==> src/rtl/hexdec_pkg.sv <==
// Shared constants and types for the hex image decoder.
// Assumes 8-bit ASCII input and a fixed three-window section map.
package hexdec_pkg;
    localparam int CFG_BYTES  = 128;
    localparam int CK_BYTES   = 2;
    localparam int META_BYTES = 7;
    localparam int TOTAL_BYTES = CFG_BYTES + CK_BYTES + META_BYTES;
    localparam int IDX_W       = $clog2(TOTAL_BYTES + 1);

    localparam logic [31:0] CFG_BASE  = 32'h0000_0000;
    localparam logic [31:0] CK_BASE   = 32'h9030_0000;
    localparam logic [31:0] META_BASE = 32'h9050_0000;
    localparam logic [15:0] VERSION_OK = 16'h0101;

    localparam logic [7:0] REC_DATA = 8'h00;
    localparam logic [7:0] REC_EOF  = 8'h01;
    localparam logic [7:0] REC_EXT  = 8'h04;

    typedef enum logic [2:0] {
        ERR_NONE   = 3'd0,
        ERR_CHAR   = 3'd1,
        ERR_CKSUM  = 3'd2,
        ERR_TYPE   = 3'd3,
        ERR_AFTER  = 3'd4,
        ERR_LEN    = 3'd5
    } err_e;

    typedef enum logic [1:0] {
        ST_IDLE = 2'd0,
        ST_REC  = 2'd1,
        ST_END  = 2'd2
    } pstate_e;
endpackage

==> src/rtl/hexdec_char.sv <==
// Classifies one ASCII character: hex digit (either case) with its value,
// record start mark, or line ending. Purely combinational.
module hexdec_char (
    input  logic [7:0] ch,
    output logic       is_hex,
    output logic [3:0] nib,
    output logic       is_colon,
    output logic       is_eol
);
    // Map digit characters to nibble values
    always_comb begin
        is_hex = 1'b1;
        nib    = 4'd0;
        if (ch >= 8'h30 && ch <= 8'h39)      nib = 4'(ch - 8'h30);
        else if (ch >= 8'h41 && ch <= 8'h46) nib = 4'(ch - 8'h37);
        else if (ch >= 8'h61 && ch <= 8'h66) nib = 4'(ch - 8'h57);
        else                                 is_hex = 1'b0;
    end

    assign is_colon = (ch == 8'h3A);
    assign is_eol   = (ch == 8'h0D) || (ch == 8'h0A);
endmodule

==> src/rtl/hexdec_parser.sv <==
// Record parser: assembles bytes from digit pairs, tracks record fields,
// checks the record checksum and emits byte writes with 32-bit addresses.
// Assumes one character per cycle when in_valid is high. Writes are issued
// as bytes arrive, before the checksum byte is seen.
module hexdec_parser
    import hexdec_pkg::*;
(
    input  logic        clk,
    input  logic        rst_n,
    input  logic        in_valid,
    input  logic        ch_hex,
    input  logic [3:0]  ch_nib,
    input  logic        ch_colon,
    input  logic        ch_eol,
    output logic        wr_en,
    output logic [31:0] wr_addr,
    output logic [7:0]  wr_data,
    output logic        eof_pulse,
    output logic        err_raise,
    output err_e        err_code
);
    pstate_e     st;
    logic        have_hi;
    logic [3:0]  nib_hi;
    logic [8:0]  pos;
    logic [7:0]  cnt;
    logic [15:0] addr16;
    logic [7:0]  rtype;
    logic [7:0]  sum8;
    logic [15:0] ext_hi;
    logic [15:0] ext_pend;
    err_e        err_q;
    err_e        new_err;

    logic        byte_done;
    logic        last;
    logic        in_data;
    logic [7:0]  cur;
    logic [7:0]  sum_next;
    logic        type_legal;

    // Field decode of the byte being completed this cycle
    always_comb begin
        cur        = {nib_hi, ch_nib};
        sum_next   = sum8 + cur;
        byte_done  = in_valid && (st == ST_REC) && ch_hex && have_hi;
        last       = (pos == 9'(cnt) + 9'd4);
        in_data    = (pos >= 9'd4) && !last;
        type_legal = (cur == REC_DATA) || (cur == REC_EOF) || (cur == REC_EXT);
    end

    // Error detection for the current character
    always_comb begin
        new_err = ERR_NONE;
        case (st)
            ST_IDLE: if (in_valid && !ch_colon && !ch_eol) new_err = ERR_CHAR;
            ST_REC: begin
                if (in_valid && !ch_hex) new_err = ERR_CHAR;
                else if (byte_done && pos == 9'd3) begin
                    if (!type_legal) new_err = ERR_TYPE;
                    else if ((cur == REC_EOF && cnt != 8'd0) ||
                             (cur == REC_EXT && cnt != 8'd2)) new_err = ERR_LEN;
                end
                else if (byte_done && pos >= 9'd4 && last && sum_next != 8'd0)
                    new_err = ERR_CKSUM;
            end
            ST_END: if (in_valid && !ch_eol) new_err = ERR_AFTER;
            default: new_err = ERR_NONE;
        endcase
    end

    // Sticky error register keeps the first code seen
    always_ff @(posedge clk) begin
        if (!rst_n)                                     err_q <= ERR_NONE;
        else if (err_q == ERR_NONE && new_err != ERR_NONE) err_q <= new_err;
    end

    // Record state machine and field capture
    always_ff @(posedge clk) begin
        if (!rst_n) begin
            st       <= ST_IDLE;
            have_hi  <= 1'b0;
            nib_hi   <= 4'd0;
            pos      <= 9'd0;
            cnt      <= 8'd0;
            addr16   <= 16'd0;
            rtype    <= 8'd0;
            sum8     <= 8'd0;
            ext_hi   <= 16'd0;
            ext_pend <= 16'd0;
        end else begin
            case (st)
                ST_IDLE: begin
                    if (in_valid && ch_colon) begin
                        st      <= ST_REC;
                        pos     <= 9'd0;
                        have_hi <= 1'b0;
                        sum8    <= 8'd0;
                    end
                end
                ST_REC: begin
                    if (in_valid) begin
                        if (new_err != ERR_NONE) begin
                            st <= ST_IDLE;
                        end else if (!have_hi) begin
                            nib_hi  <= ch_nib;
                            have_hi <= 1'b1;
                        end else begin
                            have_hi <= 1'b0;
                            sum8    <= sum_next;
                            pos     <= pos + 9'd1;
                            case (pos)
                                9'd0: cnt           <= cur;
                                9'd1: addr16[15:8]  <= cur;
                                9'd2: addr16[7:0]   <= cur;
                                9'd3: rtype         <= cur;
                                default: begin
                                    if (rtype == REC_EXT && pos == 9'd4) ext_pend[15:8] <= cur;
                                    if (rtype == REC_EXT && pos == 9'd5) ext_pend[7:0]  <= cur;
                                end
                            endcase
                            if (pos >= 9'd4 && last) begin
                                st <= (rtype == REC_EOF) ? ST_END : ST_IDLE;
                                if (rtype == REC_EXT) ext_hi <= ext_pend;
                            end
                        end
                    end
                end
                default: st <= ST_END;
            endcase
        end
    end

    assign wr_en     = byte_done && (rtype == REC_DATA) && in_data;
    assign wr_addr   = {ext_hi, addr16} + 32'(pos - 9'd4);
    assign wr_data   = cur;
    assign eof_pulse = byte_done && (pos >= 9'd4) && last &&
                       (new_err == ERR_NONE) && (rtype == REC_EOF);
    assign err_raise = (err_q == ERR_NONE) && (new_err != ERR_NONE);
    assign err_code  = err_q;
endmodule

==> src/rtl/hexdec_store.sv <==
// Section storage: maps 32-bit byte addresses onto the three capture
// windows, holds the captured bytes (0xFF until written), serves the read
// port and derives the image sum, stored sum and version.
module hexdec_store
    import hexdec_pkg::*;
#(
    parameter int SUM_W = 16
) (
    input  logic             clk,
    input  logic             rst_n,
    input  logic             wr_en,
    input  logic [31:0]      wr_addr,
    input  logic [7:0]       wr_data,
    input  logic [IDX_W-1:0] rd_addr,
    output logic [7:0]       rd_data,
    output logic [SUM_W-1:0] img_sum,
    output logic [15:0]      stored_sum,
    output logic [15:0]      version
);
    localparam int CK_IDX   = CFG_BYTES;
    localparam int META_IDX = CFG_BYTES + CK_BYTES;

    logic [7:0]       mem [TOTAL_BYTES];
    logic [31:0]      off_cfg, off_ck, off_meta;
    logic             hit;
    logic [IDX_W-1:0] widx;

    // Window decode of the write address
    always_comb begin
        off_cfg  = wr_addr - CFG_BASE;
        off_ck   = wr_addr - CK_BASE;
        off_meta = wr_addr - META_BASE;
        hit      = 1'b1;
        widx     = '0;
        if (off_cfg < 32'(CFG_BYTES))        widx = IDX_W'(off_cfg);
        else if (off_ck < 32'(CK_BYTES))     widx = IDX_W'(CK_IDX) + IDX_W'(off_ck);
        else if (off_meta < 32'(META_BYTES)) widx = IDX_W'(META_IDX) + IDX_W'(off_meta);
        else                                 hit = 1'b0;
    end

    // Byte storage, preset to the erased value
    always_ff @(posedge clk) begin
        if (!rst_n) begin
            for (int i = 0; i < TOTAL_BYTES; i++) mem[i] <= 8'hFF;
        end else if (wr_en && hit) begin
            mem[widx] <= wr_data;
        end
    end

    // Read port, out-of-range indices return the erased value
    always_comb begin
        rd_data = 8'hFF;
        if (32'(rd_addr) < 32'(TOTAL_BYTES)) rd_data = mem[rd_addr];
    end

    // Arithmetic sum over the configuration window
    always_comb begin
        img_sum = '0;
        for (int i = 0; i < CFG_BYTES; i++) img_sum = img_sum + SUM_W'(mem[i]);
    end

    assign stored_sum = {mem[CK_IDX], mem[CK_IDX+1]};
    assign version    = {mem[META_IDX], mem[META_IDX+1]};
endmodule

==> src/rtl/hex_image_decoder.sv <==
// Top level: character classifier, record parser and section store, plus
// the end-of-file result registers (done pulse and image consistency).
// Assumes characters arrive no faster than one per clock; always ready.
module hex_image_decoder
    import hexdec_pkg::*;
(
    input  logic        clk,
    input  logic        rst_n,
    input  logic        in_valid,
    input  logic [7:0]  in_char,
    output logic        in_ready,
    input  logic [7:0]  rd_addr,
    output logic [7:0]  rd_data,
    output logic        done,
    output logic        image_ok,
    output logic [2:0]  err_code
);
    logic        ch_hex, ch_colon, ch_eol;
    logic [3:0]  ch_nib;
    logic        wr_en, eof_pulse, err_raise;
    logic [31:0] wr_addr;
    logic [7:0]  wr_data;
    err_e        perr;
    logic [15:0] img_sum, stored_sum, version;
    logic        ok_eval;
    logic        done_q, ok_q;

    hexdec_char u_char (
        .ch(in_char), .is_hex(ch_hex), .nib(ch_nib),
        .is_colon(ch_colon), .is_eol(ch_eol)
    );

    hexdec_parser u_parser (
        .clk(clk), .rst_n(rst_n), .in_valid(in_valid),
        .ch_hex(ch_hex), .ch_nib(ch_nib), .ch_colon(ch_colon), .ch_eol(ch_eol),
        .wr_en(wr_en), .wr_addr(wr_addr), .wr_data(wr_data),
        .eof_pulse(eof_pulse), .err_raise(err_raise), .err_code(perr)
    );

    hexdec_store #(.SUM_W(16)) u_store (
        .clk(clk), .rst_n(rst_n), .wr_en(wr_en), .wr_addr(wr_addr),
        .wr_data(wr_data), .rd_addr(rd_addr[IDX_W-1:0]), .rd_data(rd_data),
        .img_sum(img_sum), .stored_sum(stored_sum), .version(version)
    );

    assign ok_eval = (img_sum == stored_sum) && (version == VERSION_OK) &&
                     (perr == ERR_NONE) && !err_raise;

    // Result registers: one-cycle done, image flag held until an error
    always_ff @(posedge clk) begin
        if (!rst_n) begin
            done_q <= 1'b0;
            ok_q   <= 1'b0;
        end else begin
            done_q <= eof_pulse;
            if (eof_pulse)      ok_q <= ok_eval;
            else if (err_raise) ok_q <= 1'b0;
        end
    end

    assign in_ready = 1'b1;
    assign done     = done_q;
    assign image_ok = ok_q;
    assign err_code = perr;
endmodule

==> config.mk <==
export PLATFORM = sky130hd
export DESIGN_NAME = hex_image_decoder
export DESIGN_NICKNAME = d
export VERILOG_FILES = /design/src/rtl/hexdec_pkg.sv /design/src/rtl/hexdec_char.sv /design/src/rtl/hexdec_parser.sv /design/src/rtl/hexdec_store.sv /design/src/rtl/hex_image_decoder.sv
export SDC_FILE = /design/constraint.sdc
export NUM_CORES = 2
export LEC_CHECK = 0
export CAP_MARGIN = 20
export CELL_PAD_IN_SITES_DETAIL_PLACEMENT = 0
export CELL_PAD_IN_SITES_GLOBAL_PLACEMENT = 1
export CORE_UTILIZATION = 43
export DETAILED_ROUTE_END_ITERATION = 8
export PLACE_DENSITY = 0.65
export SLEW_MARGIN = 20
export SYNTH_ARGS = -nofsm -noshare
export SYNTH_HDL_FRONTEND = slang
export SYNTH_SLANG_ARGS = --single-unit
==> constraint.sdc <==
create_clock -name clk -period 8.9 [get_ports clk]
set_input_delay 1.335 -clock clk [delete_from_list [all_inputs] [get_ports clk]]
set_output_delay 1.335 -clock clk [all_outputs]
set_load 0.05 [all_outputs]
# ---- Yosys cells after proc, flatten, opt, wreduce, memory -nomap -nowiden
# Memory sizes are Yosys's and may differ from the RTL's.
# Index checks and enable logic that the tools add are counted.
dict set report totals {
  regBits 93
  mem_count 1
  in_bits 19
  ramBits 1096
  output_inout_bits 14
}
# memory words width read_ports rd_ports_with_merged_regs write_ports line
set mem_list {}
lappend mem_list {u_store.mem 137 8 133 0 137 hexdec_store.sv:23} ;# logic [7:0] mem [TOTAL_BYTES];
dict set report classes {
  eq_ne 24
  reduce_logical 63
  n_addsub 139
  n_lt_le_gt_ge 11
  mux 52
  n_bitwise 3
}
# cell count
set ops {}
lappend ops {{adder 16 x 8 -> 16 bit} 126}
lappend ops {{two-way mux 8 bit} 10}
lappend ops {{subtractor 32 bit (second input constant)} 2}
lappend ops {{two-way mux 9 bit} 4}
lappend ops {{adder 32 bit} 1}
lappend ops {{less-than comparator 32 x 2 -> 1 bit (second input constant)} 1}
lappend ops {{less-than comparator 32 x 3 -> 1 bit (second input constant)} 1}
lappend ops {{less-than comparator 32 x 8 -> 1 bit (second input constant)} 1}
lappend ops {{logical AND 1 bit} 30}
lappend ops {{AND reduction 5 bit} 5}
lappend ops {{equality test 9 x 2 -> 1 bit (second input constant)} 2}
lappend ops {{equality test 9 x 3 -> 1 bit (second input constant)} 2}
lappend ops {{two-way mux 1 bit} 18}
lappend ops {{case mux 9 bit (2 select lines)} 1}
lappend ops {{AND reduction 6 bit} 3}
lappend ops {{adder 8 bit (first input constant)} 2}
lappend ops {{equality test 16 bit} 1}
lappend ops {{equality test 16 x 9 -> 1 bit (second input constant)} 1}
lappend ops {{equality test 8 x 1 -> 1 bit (second input constant)} 2}
lappend ops {{equality test 8 x 3 -> 1 bit (second input constant)} 2}
lappend ops {{equality test 8 x 4 -> 1 bit (second input constant)} 2}
lappend ops {{greater-or-equal comparator 8 x 7 -> 1 bit (second input constant)} 2}
lappend ops {{less-or-equal comparator 8 x 7 -> 1 bit (second input constant)} 2}
lappend ops {{zero test 8 bit} 2}
lappend ops {{other kinds (40)} 69}

# ---- Depth between registers and ports, before layout
# An unclocked memory read counts as a cell.
dict set report depth {
  word_depth 133
  ltp_mapped 39
  depth_no_buf 39
}

# ---- Modules after synthesis
# A second synthesis with hierarchy kept.
dict set report unflattened {
  cells_unflattened 7204
  hier_area_um2 95313.9
}
# mod n_inst area_each_um2 cells_each
set by_module_without_submodules {}
lappend by_module_without_submodules {hexdec_store 1 88219.6 6402}
lappend by_module_without_submodules {hexdec_parser 1 6538.8 735}
lappend by_module_without_submodules {hex_image_decoder 1 304.0 35}
lappend by_module_without_submodules {hexdec_char 1 251.5 32}

# ---- Worst setup path after synthesis
# Ideal clock, no wire load.
dict set report synth_timing {
  kind {register -> register}
  start {mem u_store.mem[1][0]}
  end {reg ok_q, in the netlist image_ok}
  arrival_time_ps 8835
  path_stages_with_launch 33
  period_less_slack_ps 8893
  path_slack_ps 7
  path_cell_list {edfxtp_1 ha_1 inv_1 fa_1 inv_1 a21oi_1 o21ai_0 xnor2_1 fa_1 fa_1 fa_1 fa_1 fa_1 fa_1 fa_1 fa_1 fa_1 fa_1 fa_1 inv_1 ha_1 a21o_1 a21o_1 a21o_1 a21oi_1 o21ai_0 a21o_1 a21o_1 a21o_1 a21oi_1 xnor2_1 nor4_1 a31o_2}
}
# element line
set synth_lines {}
lappend synth_lines {{from (decl)} hexdec_store.sv:23}
lappend synth_lines {{to (signal assigned)} hex_image_decoder.sv:56} ;# if (eof_pulse) ok_q <= ok_eval;
lappend synth_lines {{to (decl)} hex_image_decoder.sv:26} ;# logic done_q, ok_q;

==> flow_summary.yaml <==
routing:
  wl_um: 298200
  highest_layer: "met5"
  wl_met3_um: 23210
  wire_per_inst_um: 28.41
  post-route-drc-count: 0
  drt-initial-drc-count: 6446
  firstDrtPassIters: 6
  antenna_left: 0
  vias_per_cell: 5.526
  wl_met1_um: 121900
  wl_met2_um: 141100
  via_count: 58000
layout:
  syn2layout_area_growth_pct: 13.37
  nets: 8537
  n_fill_cell: 19630
  finalInstanceArea_um2: 110600
  drive_above_1_share_pct: 16.60
  utilization_pct: 49.12
synthesis:
  async_reset_ff_share_pct: 0
  yosysUniqueCellTypes: 94
  synth_top_cells_by_area: "edfxtp_1 47%, fa_1 20%, mux4_2 11%, nand2_1 4.0%, inv_1 3.3%"
  yosysTopAreaCellShare_pct: 47.29
  synth-edff-count: 1536
  seq_area_frac_synth_pct: 49.20
  avgSynthCellArea_um2: 14.40
  synth-main-ff-cell: "edfxtp_1"
  synth-seq-cells: 1629
  syn_inst: 6775
  syn_area_um2: 97540
  ys_warn_count: 0
  yosysTopAreaCell: "edfxtp_1"
die:
  start_util_pct: 43.33
  ios: 33
  die_area_um2: 228700
  coreArea_um2: 225100
  die_y_um: 478.3
  die-width_um: 478.3
  rows: 174
placement:
  gp_congestion: 0.9254
  place_area_um2: 104400
  dp_hpwl_um: 214500
  portBuffers: 31
clock_tree:
  clk-insertion-delay-late_ns: 0.89
  clkTransAtPathRegs_ns: 0.07
  cts_root_buf: "clkbuf_16"
  clockBufferDepth: 3
  cts_tree: "done"
  htree_num_levels: 4
  numCtsBuffers: 181
  ctsHoldBuffers: 0
  cts_sinks: 1629
worst_setup_path:
  cp.required_ns: 9.72
  crit_arrival_ns: 9.85
  crit_slowest_cell: "fa_1"
  cp-start-kind: "register"
  critPathKind: "register to register"
  max_stage_delay_ns: 0.53
  crit_fanout: 3
  end_kind: "register"
  path_common_cell: "fa_1"
global_routing:
  grt-ovfl-total: 0
  antenna_found_initial: 21
  grt_use_total_pct: 26.61
  grt_max_degree: 104
  grt_pass1_wl_um: 430600
  grt_pass1_vias: 60970
status:
  status: "finished, violations left"
  violations: "negative setup slack"
timing:
  fin_skew_ns: 0.08731
  rsz0062_at_grt: "true"
  final-setup-viol-count: 1
  max_slew_margin_pct: 16.59
  period_minus_slack_ns: 9.033
  setup_ws_ns: -0.1327
  tns_ns: -0.1327
  fin_crit_sh_pct: 101.5
  hold_viol: 0
  max_freq_ghz: 0.1107
  finalMaxSlewViolations: 0
  whs_ns: 0.4545
  max_slew.worst_pin.slew_ns: 1.251
min_path:
  min_path_type: "register to register"
run:
  drv_cap: 0
==> synthesized netlist by cell type (59+ instances only) <==
master and n:
a21oi_1 63, nand2_1 1035, mux4_2 492, nand3_1 203
edfxtp_1 1536, buf_1 63, ha_1 185, clkbuf_1 190
buf_2 106, o21ai_0 174, inv_1 861, dfxtp_1 93
mux2i_1 59, fa_1 993, nor2_1 189
==> layout by cell type (no fill, tap or decap), drive strengths merged, types with 13 or more instances in the layout <==
cell and count:
edfxtp 1536, nand2 1035, fa 993, inv 865, mux4 492, conb 385
buf 384, clkbuf 223, nor2 207, nand3 204, ha 185, o21ai 185
dfxtp 93, clkinv 87, a21oi 67, mux2i 59, xnor2 44, nor3 36
a211oi 32, xor2 31, a21o 25, clkdlybuf4s50 24, nor2b 22, o31ai 21
nor4 19, bufinv 18, nand4 16, o211ai 16, diode 15, and3 15
or3 13
==> per-stage QoR <==
step                      setup WS, ns  cells
final                          -0.1327  10500
after global routing           -0.4485  10490
after CTS                      -0.3297  10480
after detailed placement       -0.5509  10140
after global placement         -0.6179  10140
after floorplan               0.007051   7158
==> layout make-up <==
type	count	area, µm²	area share, %
flip-flops and latches	1629	48000	43.41
multi-input cells	4255	46140	41.73
clock buffers	222	4736	4.283
well taps	2992	3744	3.386
repair buffers	409	3420	3.092
inverters	864	3244	2.934
clock inverters	109	1254	1.134
diodes	15	37.54	0.03395
==> per-layer routing <==
layer  GRT usage (%)  vias up
li1                -    24390
met5               0        -
met2           42.46     2428
met1           36.84    30700
met4           9.943        8
met3           4.265      479
==> registers in the layout (all words and copies together) (netlist names), 2 cells and up <==
register and count:
u_parser.ext_hi 16, u_parser.st 2, u_parser.ext_pend 16, u_store.mem 1536, u_parser.sum8 8, u_parser.cnt 8, u_parser.err_code 3, u_parser.rtype 8
u_parser.pos 9, u_parser.addr16 16, u_parser.nib_hi 4
==> kinds of logic after synthesis <==
| logic type | share of synthesized area, % |
|---|---|
| buffers and inverters | 5.306 |
| other | 0.007700 |
| XOR/XNOR | 0.6812 |
| multiplexers | 12.00 |
| adder cells (fa/ha/maj) | 22.75 |
| AO/OA/AOI/OAI | 2.812 |
| AND/OR/NAND/NOR | 7.239 |
| flip-flops | 49.20 |
==> path summary, 6_finish.rpt <==
kind | start | endpoint | slack [ns] | depth (start not counted)
worst min register to register | u_parser.ext_pend[10] | u_parser.ext_hi[10] | 0.45 | 2
worst max register to register | u_store.mem[1][1] | image_ok | -0.13 | 31
worst min-delay path | u_parser.ext_pend[10] | u_parser.ext_hi[10] | 0.45 | 2
worst max-delay path | u_store.mem[1][1] | image_ok | -0.13 | 31
==> timing repair <==
item / 4_1_cts / 5_1_grt
pin swaps: 31 / 17
cloned: 0 / 0
setup endpoints to repair: 1 / 1
buffers inserted: 3 / 1
gates resized for setup: 19 / 14
==> worst max-delay path, delay by kind of cell (launching register included) <==
| kind | cells | cell delay, ns |
|---|---|---|
| adders and majority gates | 13 | 5.81 |
| AOI/OAI and AO/OA | 13 | 2.16 |
| DFF | 1 | 0.42 |
| and+or+nand+nor | 1 | 0.24 |
| xor gates and xnor gates | 2 | 0.20 |
| buffers and inverters | 2 | 0.18 |
Power is not shown: default switching activity piles up to over one toggle a cycle in this logic, so the estimate is an artifact.
